==> config.mk <==
export PLATFORM = sky130hd
export DESIGN_NAME = reset_glitch_filter
export DESIGN_NICKNAME = d
export VERILOG_FILES = /design/src/rtl/rgf_pkg.sv /design/src/rtl/rgf_run_counter.sv /design/src/rtl/rgf_boot_window.sv /design/src/rtl/rgf_output_stage.sv /design/src/rtl/reset_glitch_filter.sv
export SDC_FILE = /design/constraint.sdc
export NUM_CORES = 1
export LEC_CHECK = 0
export BUFFER_PORTS_ARGS = -buffer_cell sky130_fd_sc_hd__buf_2
export CAP_MARGIN = 40
export CORE_AREA = 2 2 39 41
export CTS_CLUSTER_SIZE = 40
export DETAILED_ROUTE_END_ITERATION = 7
export DIE_AREA = 0 0 41 43
export GPL_TIMING_DRIVEN = 1
export SYNTH_ARGS = -nofsm -noshare
export SYNTH_HDL_FRONTEND = slang
export SYNTH_HIERARCHICAL = 1
export SYNTH_SLANG_ARGS = --single-unit
==> constraint.sdc <==
create_clock -name clk_i -period 3.76 [get_ports clk_i]
set_input_delay 0.752 -clock clk_i [delete_from_list [all_inputs] [get_ports clk_i]]
set_output_delay 0.752 -clock clk_i [all_outputs]
set_load 0.02 [all_outputs]
==> src/rtl/rgf_pkg.sv <==
package rgf_pkg;

    // Phase of the start-up window
    typedef enum logic {
        PH_BOOT = 1'b0,
        PH_LIVE = 1'b1
    } phase_e;

    // Inputs to the next-level decision of the output register
    typedef struct packed {
        logic boot_next;  // next cycle still inside the start-up window
        logic run_hit;    // consecutive-high count reaches the period this edge
        logic prev_high;  // raw line was high on the previous edge
    } vote_t;

    function automatic logic next_level(vote_t v, logic cur);
        return v.boot_next | v.run_hit | (cur & v.prev_high);
    endfunction

endpackage

==> src/rtl/rgf_run_counter.sv <==
module rgf_run_counter #(
    parameter int PERIOD = 4
) (
    input  logic clk_i,
    input  logic rst_i,
    input  logic raw_i,
    output logic hit_o,
    output logic prev_high_o
);
    localparam int CW = $clog2(PERIOD + 1);
    localparam logic [CW-1:0] SAT = CW'(PERIOD);

    logic [CW-1:0] cnt_q;
    logic [CW-1:0] cnt_d;

    always_comb begin
        if (!raw_i)
            cnt_d = '0;
        else if (cnt_q == SAT)
            cnt_d = SAT;
        else
            cnt_d = cnt_q + 1'b1;
    end

    always_ff @(posedge clk_i) begin
        if (rst_i)
            cnt_q <= '0;
        else
            cnt_q <= cnt_d;
    end

    assign hit_o       = (cnt_d == SAT);
    assign prev_high_o = (cnt_q != '0);


    run_clear_chk: assert property (@(posedge clk_i) disable iff (rst_i)
        !raw_i |=> (cnt_q == '0));


    run_climb_chk: assert property (@(posedge clk_i) disable iff (rst_i)
        (raw_i && cnt_q != SAT) |=> (cnt_q == $past(cnt_q) + 1'b1));

endmodule

==> src/rtl/rgf_boot_window.sv <==
module rgf_boot_window #(
    parameter int PERIOD = 4
) (
    input  logic           clk_i,
    input  logic           rst_i,
    output logic           boot_next_o,
    output rgf_pkg::phase_e phase_o
);
    import rgf_pkg::*;

    localparam int CW = $clog2(PERIOD + 1);
    localparam logic [CW-1:0] SAT    = CW'(PERIOD);
    localparam logic [CW-1:0] SAT_M1 = CW'(PERIOD - 1);

    logic [CW-1:0] age_q;

    always_ff @(posedge clk_i) begin
        if (rst_i)
            age_q <= '0;
        else if (age_q != SAT)
            age_q <= age_q + 1'b1;
    end

    // age_q equals the number of cycles since release, saturated at PERIOD
    assign boot_next_o = (age_q < SAT_M1);
    assign phase_o     = (age_q < SAT) ? PH_BOOT : PH_LIVE;


    age_bound_chk: assert property (@(posedge clk_i) disable iff (rst_i)
        age_q <= SAT);

endmodule

==> src/rtl/rgf_output_stage.sv <==
module rgf_output_stage (
    input  logic           clk_i,
    input  logic           rst_i,
    input  rgf_pkg::vote_t vote_i,
    output logic           level_o
);
    import rgf_pkg::*;

    logic level_q;

    always_ff @(posedge clk_i) begin
        if (rst_i)
            level_q <= 1'b1;
        else
            level_q <= next_level(vote_i, level_q);
    end

    assign level_o = level_q;

endmodule

==> src/rtl/reset_glitch_filter.sv <==
module reset_glitch_filter #(
    parameter int PERIOD = 4
) (
    input  logic clk_i,
    input  logic rst_i,
    input  logic raw_rst_i,
    output logic filt_rst_o
);
    import rgf_pkg::*;

    logic   run_hit;
    logic   prev_high;
    logic   boot_next;
    phase_e phase;
    vote_t  vote;

    rgf_run_counter #(.PERIOD(PERIOD)) u_run (
        .clk_i       (clk_i),
        .rst_i       (rst_i),
        .raw_i       (raw_rst_i),
        .hit_o       (run_hit),
        .prev_high_o (prev_high)
    );

    rgf_boot_window #(.PERIOD(PERIOD)) u_boot (
        .clk_i       (clk_i),
        .rst_i       (rst_i),
        .boot_next_o (boot_next),
        .phase_o     (phase)
    );

    always_comb begin
        vote.boot_next = boot_next;
        vote.run_hit   = run_hit;
        vote.prev_high = prev_high;
    end

    rgf_output_stage u_out (
        .clk_i   (clk_i),
        .rst_i   (rst_i),
        .vote_i  (vote),
        .level_o (filt_rst_o)
    );


    no_early_rise_chk: assert property (@(posedge clk_i) disable iff (rst_i)
        (!filt_rst_o && !run_hit && !boot_next) |=> !filt_rst_o);


    hold_chk: assert property (@(posedge clk_i) disable iff (rst_i)
        (filt_rst_o && prev_high) |=> filt_rst_o);


    boot_high_chk: assert property (@(posedge clk_i) disable iff (rst_i)
        (phase == PH_BOOT) |-> filt_rst_o);


    reset_high_chk: assert property (@(posedge clk_i)
        rst_i |=> filt_rst_o);

endmodule

==> results.md <==
- Outcome: finished, final reports clean
- Clk sinks: 7
- Max-slew violations: 0
- Vias in the first global route: approximately 280
- Number of max-cap violations: 0
- Final setup vio count: 0
- WL final: around 620 microns
- Global Route Usage Sum: 0.1036
- Endpoint class of the critical path: flop
- Nets: between 50 and 60
- # port buffers: 3
- CP bufs+invs: 1
- Area of placed instances: slightly below 400 sq um
- Largest net degree at the start of global routing: 8
- Critical path class: flop to flop
- Fin cells: 60
- Worst Tran Pin Value: 0.2151 ns
- Diodes inserted: 0
- CP max-delay cell: dfxtp_1
- CP endpoint: u_out/level_o
- Remaining DRCs: 0
- Slowest stage delay, CP: between 0.3 and 0.4 ns
- P per Cell Area: around 430 nW/um^2
- Initial antenna violation count: 0
- Setup TNS: 0 ns
- Post-CTS setup buffers: 0
- RSZ-0062 raised after global routing: false
- Final Cell Area: 417.9 sq um
- Clock Tree Root: clkbuf_4
- Worst r2r path cells: 5
- Post-Syn Nets: between 40 and 50
- Area of the multi-input gates: approximately 200 sq um
- Crit Path Max Fanout: 4
- Cells after DPL: between 50 and 60
- Detail Placement HPWL: between 400 and 500 microns
- Proportion of layout cells with a drive suffix above 1: 0.2045
- PnR Total Power: roughly 0.18 mW
- Routed Antenna Nets: 0
- GR Overflow Total: 0
- R2R Setup Slk: 2.13 ns
- Worst r2r src: u_run/cnt_q[0]
- Top post-synthesis cells by area: dfxtp_1 39%, ha_1 14%, inv_1 5.3%
- Crit-path leading delay family: compound AO/OA/AOI/OAI gates
- Row Count: 14
- Worst path arrival time: 1.76 ns
- Die height: approximately 43 microns
- Critical Path Source: u_run/cnt_q[0]
- Clock-pin slew on the worst setup and hold paths: 0.06 ns
- Post-synthesis area per instance: 9.638 sq um
- Clk_skew: 0.005149 ns
- Pre-antenna DRT Iters: 4
- Reg2reg end: u_out/level_o
- Synthesized instance count: 37
- Netlist cell types: 17
- Levels on crit path: 5
- Pre-CTS WS: 2.022 ns
- Max frequency: 614.6 MHz
- Cell area after synthesis: 356.6 sq um
- Clock tree from TritonCTS: done
- Resized cells post-CTS: 0
- Initial core utilization: 0.2577
- Iteration-0 DRC count of the detailed router: 4
- # hold bufs at CTS: 0
- CTS Buffer Depth: 2
- Clock H-tree levels: 1
- Area of the core: about 1400 sq um
- DR WL/cell: slightly above 10 microns
- Area delta synth->final: 17.19%
- Relative slew slack: 0.8564
- Ports: 4
- Cells along the critical path: inv_1 -> ha_1 -> and4b_1 -> a41o_1 -> a2111o_1
- Final Wtd Congestion: about 0.64
- Crit share post-route: 0.4327
- Clock Latency Late Sink: ~0.25 ns
- Via count: between 200 and 300
- Hold Fails Final Rpt: 0
- Final min period: ~1.6 ns
- Final setup margin: ~2.1 ns
- Final Util: 0.3020
- Ys Warns: 6
- Fillers: between 100 and 150
- Worst EP required: around 4 ns
- Sequential fraction of the synthesis area: 0.3930
- CTS Buf Count: 3
- Leakage: ~0.20 nW
- VDD IR max: 0.1823 mV
- Synth top area share: 0.3930
- Register area: roughly 140 sq um
- #FFs+latches synth: 7
- Die Wd: slightly above 40 microns
- Post-synth top area cell: dfxtp_1
- Hold_ws: around 0.5 ns
- DR vias/cell: 4.550
- DIE AREA: about 1800 sq um
- First-pass GRT wire length: 1131 microns
- Worst min path class: flop to flop
- CP Launch Type: flop
==> final cells by class <==
class,count,area share
multi-input cells,25,0.4731
flip-flops and latches,7,0.3353
clock buffers,4,0.06287
well taps,16,0.04790
inverters,5,0.04491
repair buffers,3,0.03593
==> worst min-delay path by stage <==
stage	depth (start not counted)	endpoint	slack (ns)	start
global placement	1	u_out/level_o	0.45	u_out/level_o
detailed placement	1	u_run/cnt_q[0]	0.49	u_run/cnt_q[0]
global route	1	u_out/level_o	0.53	u_out/level_o
floorplan	1	u_run/cnt_q[0]	0.44	u_run/cnt_q[0]
CTS	1	u_run/cnt_q[0]	0.50	u_run/cnt_q[0]
finish	1	u_out/level_o	0.50	u_out/level_o
==> report_power, final <==
group | leakage [nW] | internal, mW | total [mW] | switching, mW
Sequential | 0.0574 | 0.0797 | 0.0854 | 0.00575
Combinational | 0.130 | 0.0128 | 0.0247 | 0.0119
Clock | 0.0150 | 0.0406 | 0.0701 | 0.0295
==> kinds of logic after synthesis <==
group,after synthesis,synth area share
and+or+nand+nor,12,0.2140
xor gates and xnor gates,1,0.02457
AOI/OAI and AO/OA,8,0.1754
DFF,7,0.3930
buffers and inverters,5,0.05264
adders and majority gates,4,0.1404
==> worst register-to-register path, stage by stage (launching register included) <==
cell,delay [ns]
dfxtp_1,0.39
inv_1,0.06
ha_1,0.29
and4b_1,0.19
a41o_1,0.20
a2111o_1,0.38
==> registers in the layout, summed over array words and instances (netlist names) <==
signal         count
u_boot/age_q       3
u_run/cnt_q        3
u_out/level_o      1
==> placed cells by master, fill, tap and decap left out <==
cell type  Yosys  final
xor2_1         1      1
and4b_1        1      1
a41o_1         1      1
a21o_2         1      1
a211oi_1       1      1
buf_2          0      3
clkbuf_1       0      1
ha_1           4      4
a2111o_1       1      1
a21oi_1        3      3
a21bo_2        1      1
nor2_1         3      3
nor3_2         1      1
nor3_1         1      1
inv_1          5      5
clkbuf_4       0      3
and3b_1        2      2
dfxtp_1        7      7
nand2b_1       2      2
nand3_1        2      2
==> cells in the mapped netlist <==
| cell type | count |
|---|---|
| a21bo_2 | 1 |
| nand2b_1 | 2 |
| ha_1 | 4 |
| a211oi_1 | 1 |
| a21o_2 | 1 |
| and4b_1 | 1 |
| nor3_2 | 1 |
| nor2_1 | 3 |
| a2111o_1 | 1 |
| a21oi_1 | 3 |
| and3b_1 | 2 |
| dfxtp_1 | 7 |
| inv_1 | 5 |
| xor2_1 | 1 |
| nand3_1 | 2 |
| nor3_1 | 1 |
| a41o_1 | 1 |
==> per-layer routing <==
metal,up-vias,GRT usage,routed length (microns)
met5,-,0,0
met2,9,0.1281,279
met1,120,0.1100,272
met4,0,0.08000,12
met3,2,0.08377,56
li1,142,-,-
(Power assumes the default switching activity.)
